### config.mk
export PLATFORM = sky130hd
export DESIGN_NAME = txpoll_engine
export DESIGN_NICKNAME = d
export VERILOG_FILES = /design/src/rtl/txpoll_pkg.sv /design/src/rtl/txpoll_ctrl.sv /design/src/rtl/txpoll_datapath.sv /design/src/rtl/txpoll_engine.sv
export SDC_FILE = /design/constraint.sdc
export NUM_CORES = 2
export LEC_CHECK = 0
export CELL_PAD_IN_SITES_DETAIL_PLACEMENT = 0
export CELL_PAD_IN_SITES_GLOBAL_PLACEMENT = 1
export CORE_ASPECT_RATIO = 2
export CORE_MARGIN = 4
export CORE_UTILIZATION = 40
export CTS_CLUSTER_SIZE = 28
export DETAILED_ROUTE_END_ITERATION = 8
export PLACE_DENSITY_LB_ADDON = 0.12
export SETUP_SLACK_MARGIN = 0.05
export SLEW_MARGIN = 20
export SYNTH_ARGS = -nofsm -noshare
export SYNTH_HDL_FRONTEND = slang
export SYNTH_SLANG_ARGS = --single-unit
### constraint.sdc
create_clock -name clk -period 2.93 [get_ports clk]
set_input_delay 0.293 -clock clk [delete_from_list [all_inputs] [get_ports clk]]
set_output_delay 0.293 -clock clk [all_outputs]
set_load 0.02 [all_outputs]
### src/rtl/txpoll_pkg.sv
package txpoll_pkg;

  localparam int OWN_BIT  = 31;
  localparam int LAST_BIT = 30;
  localparam int FIRST_BIT = 29;
  localparam int SETUP_BIT = 27;
  localparam int WRAP_BIT = 25;
  localparam int ERR_BIT  = 15;

  localparam int DESC_WORDS     = 4;
  localparam int MAC_W          = 48;
  localparam int MAC_BYTES      = MAC_W / 8;
  localparam int ENTRY_BYTES    = 12;

  localparam logic [31:0] ST_DATA_OK  = 32'h0000_0000;
  localparam logic [31:0] ST_SETUP_OK = 32'h7FFF_FFFF;
  localparam logic [31:0] ST_FAULT    = 32'h0000_0001 << ERR_BIT;

  typedef enum logic [2:0] {
    S_IDLE, S_STAT, S_CTRL, S_BUF, S_SEND, S_LOAD, S_WBACK
  } stateT;

  typedef enum logic [1:0] { WB_DATA, WB_SETUP, WB_ERR } wbKindT;

  typedef enum logic [1:0] { A_STAT, A_CTRL, A_BUF } addrSelT;

  typedef struct packed {
    logic     latchCtrl;
    logic     latchBuf;
    logic     clrCnt;
    logic     stepCnt;
    logic     loadByte;
    logic     advance;
    logic     rewind;
    addrSelT  addrSel;
    wbKindT   wbKind;
  } strobeT;

endpackage

### src/rtl/txpoll_ctrl.sv
module txpoll_ctrl
  import txpoll_pkg::*;
(
  input  logic   clk,
  input  logic   rstN,
  input  logic   pollWrite,
  input  logic   txEnable,
  input  logic   ownSeen,
  input  logic   isSetup,
  input  logic   frameBad,
  input  logic   lastByte,
  input  logic   txReady,
  output strobeT strobe,
  output logic   txValid,
  output logic   txLast,
  output logic   descWrEn,
  output logic   suspended
);

  stateT  state, nextState;
  wbKindT wbKindQ, nextKind;
  logic   setSusp, clrSusp;

  always_comb begin
    nextState      = state;
    nextKind       = wbKindQ;
    strobe         = '0;
    strobe.addrSel = A_STAT;
    strobe.wbKind  = wbKindQ;
    txValid        = 1'b0;
    descWrEn       = 1'b0;
    setSusp        = 1'b0;
    clrSusp        = 1'b0;
    case (state)
      S_IDLE: begin
        strobe.rewind = !txEnable;
        if (pollWrite && txEnable) begin
          nextState = S_STAT;
          clrSusp   = 1'b1;
        end
      end
      S_STAT: begin
        if (ownSeen) nextState = S_CTRL;
        else begin
          nextState = S_IDLE;
          setSusp   = 1'b1;
        end
      end
      S_CTRL: begin
        strobe.addrSel   = A_CTRL;
        strobe.latchCtrl = 1'b1;
        nextState        = S_BUF;
      end
      S_BUF: begin
        strobe.addrSel  = A_BUF;
        strobe.latchBuf = 1'b1;
        strobe.clrCnt   = 1'b1;
        if (frameBad) begin
          nextState = S_WBACK;
          nextKind  = WB_ERR;
        end else if (isSetup) begin
          nextState = S_LOAD;
          nextKind  = WB_SETUP;
        end else begin
          nextState = S_SEND;
          nextKind  = WB_DATA;
        end
      end
      S_SEND: begin
        txValid = 1'b1;
        if (txReady) begin
          strobe.stepCnt = 1'b1;
          if (lastByte) nextState = S_WBACK;
        end
      end
      S_LOAD: begin
        strobe.stepCnt  = 1'b1;
        strobe.loadByte = 1'b1;
        if (lastByte) nextState = S_WBACK;
      end
      S_WBACK: begin
        descWrEn       = 1'b1;
        strobe.advance = 1'b1;
        nextState      = S_STAT;
      end
      default: nextState = S_IDLE;
    endcase
  end

  assign txLast = (state == S_SEND) && lastByte;

  always_ff @(posedge clk or negedge rstN) begin
    if (!rstN) begin
      state     <= S_IDLE;
      wbKindQ   <= WB_DATA;
      suspended <= 1'b0;
    end else begin
      state   <= nextState;
      wbKindQ <= nextKind;
      if (clrSusp)      suspended <= 1'b0;
      else if (setSusp) suspended <= 1'b1;
    end
  end

endmodule

### src/rtl/txpoll_datapath.sv
module txpoll_datapath
  import txpoll_pkg::*;
#(
  parameter int DESC_AW = 8,
  parameter int BUF_AW  = 12,
  parameter int LEN_W   = 11,
  parameter int ENTRIES = 16
) (
  input  logic               clk,
  input  logic               rstN,
  input  strobeT             strobe,
  input  logic [DESC_AW-1:0] ringBase,
  input  logic [31:0]        descRdData,
  input  logic [7:0]         bufRdData,
  input  logic [MAC_W-1:0]   matchAddr,
  output logic [DESC_AW-1:0] descAddr,
  output logic [31:0]        descWrData,
  output logic [BUF_AW-1:0]  bufAddr,
  output logic               ownSeen,
  output logic               isSetup,
  output logic               frameBad,
  output logic               lastByte,
  output logic               matchHit
);

  localparam int IDX_W     = (ENTRIES > 1) ? $clog2(ENTRIES) : 1;
  localparam int SETUP_LEN = ENTRIES * ENTRY_BYTES;

  logic [DESC_AW-1:0] ringPtr;
  logic [LEN_W-1:0]   frameLen, byteCnt;
  logic               firstSeg, lastSeg, wrapSeen;
  logic [BUF_AW-1:0]  bufBase;
  logic [IDX_W-1:0]   entryIdx;
  logic [3:0]         entryOff;
  logic [2:0]         slot;
  logic               slotUsed;
  logic [5:0]         slotLsb;
  logic [ENTRIES-1:0] hitVec;
  logic               unusedRdBits;

  assign unusedRdBits = ^descRdData;

  // Ring pointer
  always_ff @(posedge clk or negedge rstN) begin
    if (!rstN) ringPtr <= '0;
    else if (strobe.rewind) ringPtr <= ringBase;
    else if (strobe.advance)
      ringPtr <= wrapSeen ? ringBase : ringPtr + DESC_AW'(DESC_WORDS);
  end

  always_comb begin
    case (strobe.addrSel)
      A_CTRL:  descAddr = ringPtr + DESC_AW'(1);
      A_BUF:   descAddr = ringPtr + DESC_AW'(2);
      default: descAddr = ringPtr;
    endcase
  end

  always_comb begin
    case (strobe.wbKind)
      WB_SETUP: descWrData = ST_SETUP_OK;
      WB_ERR:   descWrData = ST_FAULT;
      default:  descWrData = ST_DATA_OK;
    endcase
  end

  assign ownSeen = descRdData[OWN_BIT];

  // Control and buffer-address words
  always_ff @(posedge clk or negedge rstN) begin
    if (!rstN) begin
      frameLen <= '0;
      firstSeg <= 1'b0;
      lastSeg  <= 1'b0;
      isSetup  <= 1'b0;
      wrapSeen <= 1'b0;
      bufBase  <= '0;
    end else begin
      if (strobe.latchCtrl) begin
        frameLen <= descRdData[LEN_W-1:0];
        firstSeg <= descRdData[FIRST_BIT];
        lastSeg  <= descRdData[LAST_BIT];
        isSetup  <= descRdData[SETUP_BIT];
        wrapSeen <= descRdData[WRAP_BIT];
      end
      if (strobe.latchBuf) bufBase <= descRdData[BUF_AW-1:0];
    end
  end

  always_comb begin
    if (frameLen == '0)  frameBad = 1'b1;
    else if (isSetup)    frameBad = (frameLen != LEN_W'(SETUP_LEN));
    else                 frameBad = !(firstSeg && lastSeg);
  end

  // Byte and setup-slot counters
  always_ff @(posedge clk or negedge rstN) begin
    if (!rstN) begin
      byteCnt  <= '0;
      entryIdx <= '0;
      entryOff <= '0;
    end else if (strobe.clrCnt) begin
      byteCnt  <= '0;
      entryIdx <= '0;
      entryOff <= '0;
    end else if (strobe.stepCnt) begin
      byteCnt <= byteCnt + LEN_W'(1);
      if (strobe.loadByte) begin
        if (entryOff == 4'(ENTRY_BYTES - 1)) begin
          entryOff <= '0;
          entryIdx <= entryIdx + IDX_W'(1);
        end else begin
          entryOff <= entryOff + 4'd1;
        end
      end
    end
  end

  assign bufAddr  = bufBase + BUF_AW'(byteCnt);
  assign lastByte = (byteCnt == LEN_W'(frameLen - LEN_W'(1)));

  // Group in bits 3:2, position in bits 1:0; positions 2 and 3 are skipped.
  assign slotUsed = !entryOff[1];
  assign slot     = {entryOff[3:2], entryOff[0]};
  assign slotLsb  = 6'(MAC_W - 8) - {slot, 3'b000};

  // Address filter
  for (genvar e = 0; e < ENTRIES; e++) begin : g_entry
    logic [MAC_W-1:0] addrQ;
    always_ff @(posedge clk or negedge rstN) begin
      if (!rstN) addrQ <= '1;
      else if (strobe.loadByte && slotUsed && entryIdx == IDX_W'(e))
        addrQ[slotLsb +: 8] <= bufRdData;
    end
    assign hitVec[e] = (addrQ == matchAddr);
  end

  assign matchHit = |hitVec;

endmodule

### src/rtl/txpoll_engine.sv
module txpoll_engine
  import txpoll_pkg::*;
#(
  parameter int DESC_AW = 8,
  parameter int BUF_AW  = 12,
  parameter int LEN_W   = 11,
  parameter int ENTRIES = 16
) (
  input  logic               clk,
  input  logic               rstN,
  input  logic               pollWrite,
  input  logic               txEnable,
  input  logic [DESC_AW-1:0] ringBase,
  output logic [DESC_AW-1:0] descAddr,
  input  logic [31:0]        descRdData,
  output logic               descWrEn,
  output logic [31:0]        descWrData,
  output logic [BUF_AW-1:0]  bufAddr,
  input  logic [7:0]         bufRdData,
  output logic [7:0]         txData,
  output logic               txValid,
  input  logic               txReady,
  output logic               txLast,
  output logic               suspended,
  input  logic [47:0]        matchAddr,
  output logic               matchHit
);

  strobeT strobe;
  logic   ownSeen, isSetup, frameBad, lastByte;

  txpoll_ctrl i_ctrl (
    .clk       (clk),
    .rstN      (rstN),
    .pollWrite (pollWrite),
    .txEnable  (txEnable),
    .ownSeen   (ownSeen),
    .isSetup   (isSetup),
    .frameBad  (frameBad),
    .lastByte  (lastByte),
    .txReady   (txReady),
    .strobe    (strobe),
    .txValid   (txValid),
    .txLast    (txLast),
    .descWrEn  (descWrEn),
    .suspended (suspended)
  );

  txpoll_datapath #(
    .DESC_AW (DESC_AW),
    .BUF_AW  (BUF_AW),
    .LEN_W   (LEN_W),
    .ENTRIES (ENTRIES)
  ) i_dp (
    .clk        (clk),
    .rstN       (rstN),
    .strobe     (strobe),
    .ringBase   (ringBase),
    .descRdData (descRdData),
    .bufRdData  (bufRdData),
    .matchAddr  (matchAddr),
    .descAddr   (descAddr),
    .descWrData (descWrData),
    .bufAddr    (bufAddr),
    .ownSeen    (ownSeen),
    .isSetup    (isSetup),
    .frameBad   (frameBad),
    .lastByte   (lastByte),
    .matchHit   (matchHit)
  );

  assign txData = bufRdData;

endmodule

-- Word level (Yosys, flattened, before mapping)
Index checks and enable logic that the tools add are counted.
- add/sub/neg operators: 10
- shifts and indexed selects: 2
- reduce and logical (&&, ||, !) cells: 35
- mux-type cells: 57
- equal/unequal tests: 46
- operators with widths (cell ; count):
    $bwmux W48 ; 16
    $eq A48 B48 Y1 ; 16
    $pmux W31 S2 ; 1
    $shift A8 B8 Y48 const A ; 1
    $shiftx A8 B8 Y48 ; 1
    $eq A4 B4 Y1 const B ; 9
    $mux W4 ; 8
    $mux W8 ; 3
    $mux W11 ; 2
    $pmux W3 S7 ; 1
    $logic_and A1 B1 Y1 ; 20
    $eq A4 B3 Y1 const B ; 4
    $mux W1 ; 16
    $pmux W8 S2 ; 1
    $reduce_or A16 Y1 ; 1
    $add A12 B11 Y12 ; 1
    $mux W3 ; 4
    $add A11 B1 Y11 const B ; 1
    $eq A11 B11 Y1 ; 1
    $logic_not A11 Y1 ; 1
    $ne A11 B8 Y1 const B ; 1
    $sub A11 B1 Y11 const B ; 1
    $reduce_bool A2 Y1 ; 5
    $eq A3 B3 Y1 const B ; 3
    22 further kinds ; 32
- flip-flop bits (word level): 828
- output and inout bits: 65

-- Logic depth before layout (Yosys ltp)
- depth in word-level cells: 6
- mapped depth: 12
- depth with buffers taken out: 9

-- Cells and area by module
A second synthesis with hierarchy kept.
- cells, all modules: 3950
- area, all modules: 42035.3 um^2
- by module, submodules not included (module ; times used ; cells each ; area an instance (um^2)):
    txpoll_datapath ; 1 ; 3899 ; 41586.1
    txpoll_ctrl ; 1 ; 43 ; 389.1
    txpoll_engine ; 1 ; 8 ; 60.1

-- Least setup slack after synthesis
Ideal clock, no wire load.
- path type: register -> output
- start point: reg i_ctrl.state[0]
- end point: out descAddr[7]
- arrival: 2.923 ns
- path slack: -0.286 ns
- stages on the path, launching flop included: 9
- cell sequence: dfrtp_1 > clkbuf_1 > nand2_1 > nor2_1 > clkbuf_1 > buf_1 > ha_1 > or3_1 > o41ai_1
- longest elaborated chain between the ends: 4
- ends and longest elaborated chain (element ; RTL line ; RTL):
    start, declared ; txpoll_ctrl.sv:20 ; stateT state, nextState;
    start signal, assigned ; txpoll_ctrl.sv:98 ; state <= nextState;
    $eq A3 B2 Y1 ; txpoll_ctrl.sv:34 ; case (state)
    $pmux W2 S2 * ; txpoll_ctrl.sv:34 ;
    $eq A2 B2 Y1 or $eq A2 B1 Y1 (tied branches) ; txpoll_datapath.sv:52 ; case (strobe.addrSel)
    $pmux W8 S2 * ; txpoll_datapath.sv:52 ;
    end, declared ; txpoll_engine.sv:14 ; output logic [DESC_AW-1:0] descAddr,
Mark *: on every way between the ends. The rest lies on a longest branch, timed or not.

-- Final worst setup path
- start point: reg i_dp.g_entry[15].addrQ[26]
- end point: out matchHit
- longest elaborated chain between the ends: 2
- ends and longest elaborated chain (element ; RTL line ; RTL):
    start, declared ; txpoll_datapath.sv:129 ; logic [MAC_W-1:0] addrQ;
    start signal, assigned by index ; txpoll_datapath.sv:133 ; addrQ[slotLsb +: 8] <= bufRdData;
    $eq A48 B48 Y1 ; txpoll_datapath.sv:135 ; assign hitVec[e] = (addrQ == matchAddr);
    $reduce_or A16 Y1 ; txpoll_datapath.sv:138 ; assign matchHit = |hitVec;
    end, declared ; txpoll_engine.sv:26 ; output logic matchHit
Every way passes these cells.

==> metrics <==
Final setup viols=7; Cell Rows=169; CTS Buf Count=83; initial drt markers=2111; Distinct cells, synth=64; Post-layout nets=between 4000 and 5000; most common cell in the synthesized netlist=mux2_2; share of cells above drive strength 1=0.6158; Period minus WS final=3.463 ns; Arr. time, crit path=3.17 ns; Worst VDD drop=0.6284 mV; largest family of logic cells by synthesized area=multiplexers; status=finished with violations; Slew Limit Fails=0; syn_nets=3551; post-synthesis xor/xnor area fraction=0.1627; relative slew slack=0.4585; Final Util=0.5189; asr flop ratio synth=1.000; initial antenna violation count=12; largest cells by area after synthesis=dfstp_2 (47%), mux2_2 (20%), xor2_1 (16%); Area Overhead vs Synth=28.33%; Mapped Cells=3417; Clock Path Buffers=3; Syn Std Cell Area=0.04301 mm2; Routed WL=198500 um; DRC errors left=0; area leader, netlist=dfstp_2; H-tree levels=3; final total power=31.70 mW; GRT Util Overall=0.3486; hold depth=2; final hold violation count=0; Setup WS post-layout=-0.5332 ns; final worst path period share=1.182; die area=0.1132 mm2; clock skew=0.03354 ns; Die Span Y=471.7 um; number of vias per cell=5.674; Adder-Cell Fraction of Synth Area=0.009774; global-route wire length before repair=272700 um; Die Span X=239.9 um; CP Launch Type=register; number of global-route vias before repair=34410; reg2reg path depth=10; Seq/Total Area, Yosys=0.5041; Syn Area/Cell=around 13 um2; RSZ-0062 raised after global routing=true; YS warnings=0; PD cells=574.3 mW/mm2; clock slew seen by the registers of the worst setup and hold paths=0.07 ns; Synth top cells by count=mux2_2 (782), xor2_1 (781), dfstp_2 (768), nor4_1 (198), clkbuf_1 (162); critical path capture point type=primary output; CORE AREA=roughly 0.11 mm2; main flop type after synthesis=dfstp_2; count of state elements after synthesis=828; failing checks=setup timing; Starting Density=0.4044; clk_lat worst skew=0.71 ns; I/O Pins=between 150 and 200; post-synthesis compound-gate area fraction=0.01405; via count=31660; DPL Wire Length=147600 um; Setup CP Type=reg2out; simple-gate area share of the yosys netlist=0.07834; Worst EP required=2.64 ns; Port Buffers=149; total iterations of the first detailed-routing run=5; gp weighted congestion=about 0.98; largest net degree at the start of global routing=113; post-synthesis mux area share=0.2052; grt ovf=0; WL/cell=35.57 um; post-route ant nets=0; Root Buffer=clkbuf_16; Post-synth EDFFs=0; measured slew at the worst slew-check pin=0.8093 ns; Max-Cap Viols=0; Static Leak=between 20 and 25 nW; Hold WC Path Type=in2reg; CTS tree=built; setup TNS=-1.701 ns; Peak Freq=288.8 MHz; clk sinks=828; Yosys top cell area share=0.4692; CP max FO=2
final timing paths:
path                                                  from                         to  slack (ns)
max in group asynchronous                             rstN            i_ctrl.state[0]        1.62
worst min register to register            i_dp.bufBase[10]           i_dp.bufBase[10]        0.49
min in group asynchronous                             rstN  i_dp.g_entry[3].addrQ[13]        0.46
worst max register to register             i_ctrl.state[2]  i_dp.g_entry[0].addrQ[44]        0.16
worst max-delay path            i_dp.g_entry[15].addrQ[26]                   matchHit       -0.53
worst min-delay path                          bufRdData[0]   i_dp.g_entry[3].addrQ[0]        0.18
what timing repair did:
item / 4_1_cts / 5_1_grt
hold buffers: 1 / 0
hold endpoints to repair: 40 / 0
resized for setup: 184 / 48
setup endpoints to repair: 19 / 58
setup buffers: 15 / 14
pin swaps: 31 / 24
final cells by class:
cell class,instances,area (um2)
fillers,9359,51170
flip-flops and latches,828,21690
multi-input cells,2338,20940
repair buffers,867,7978
clock buffers,126,2564
well taps,1368,1712
clock inverters,24,209.0
inverters,23,88.84
diodes,6,15.01
worst max-delay path, stage by stage, from the launching register on:
cell and delay, ns:
dfstp_2 0.56, xor2_1 0.08, nor4_2 0.43, buf_12 0.17
nand4_1 0.40, nor3_2 0.26, buf_4 0.16, nor4_1 0.05
nand4_1 0.20, buf_6 0.16
per-layer routing:
layer	GRT usage	routed length, um	vias to the layer above
met2	0.5913	97720	1268
met5	0	13	-
met4	0.3406	25240	2
li1	-	-	13230
met1	0.3508	65350	16500
met3	0.06485	10140	661
registers in the layout, summed over array words and instances, names as in the netlist:
name and flops:
i_dp.firstSeg 1, i_dp.byteCnt 11, i_ctrl.wbKindQ 2, i_dp.wrapSeen 1, i_dp.bufBase 12, i_dp.g_entry.addrQ 768
i_dp.ringPtr 8, i_dp.isSetup 1, i_ctrl.state 3, i_dp.entryOff 4, i_dp.entryIdx 4, i_dp.lastSeg 1
i_dp.frameLen 11, i_ctrl.suspended 1
metrics by stage:
step	hold slack, ns	cell area, um2	setup slack [ns]	cells
6_report	0.1810	55200	-0.5332	5580
5_1_grt	0.1851	55180	-0.5463	5575
4_1_cts	0.1421	54950	-0.5024	5561
3_5_place_dp	0.4772	51520	-0.8250	5396
3_3_place_gp	0.4649	51520	-0.9474	5396
2_1_floorplan	-0.002591	43030	-0.05121	3417
report_power, final:
part	leakage (nW)	total, mW	switching (mW)	internal [mW]
clock	1.38	11.2	4.87	6.29
sequential	8.67	12.2	0.383	11.9
combinational	14.6	8.30	5.24	3.06
kinds of logic (layout without fill, tap and decap cells):
family | count (synthesis) | in the layout
flops | 828 | 828
xor+xnor | 799 | 799
mux | 784 | 784
simple gates | 620 | 620
buf+inv | 251 | 1040
compound gates | 101 | 101
fa+ha+maj | 33 | 33
other cells | 1 | 7
layout by cell type, fill, tap and decap left out, drive strengths merged, types with 4 or more instances in the layout:
master / n
nand3: 19
xor2: 781
inv: 25
clkdlybuf4s50: 102
nor3b: 5
dfrtp: 60
and2: 17
a211o: 4
dfstp: 768
or3: 5
a21oi: 39
buf: 758
nor2: 145
clkinv: 17
o21ai: 33
nor2b: 10
clkbuf: 130
nand4: 54
xnor2: 18
nor4: 199
ha: 32
nand2b: 5
diode: 6
and3: 20
nand2: 93
mux2: 782
nor3: 30
No activity file was read; power rests on OpenSTA's default activity.
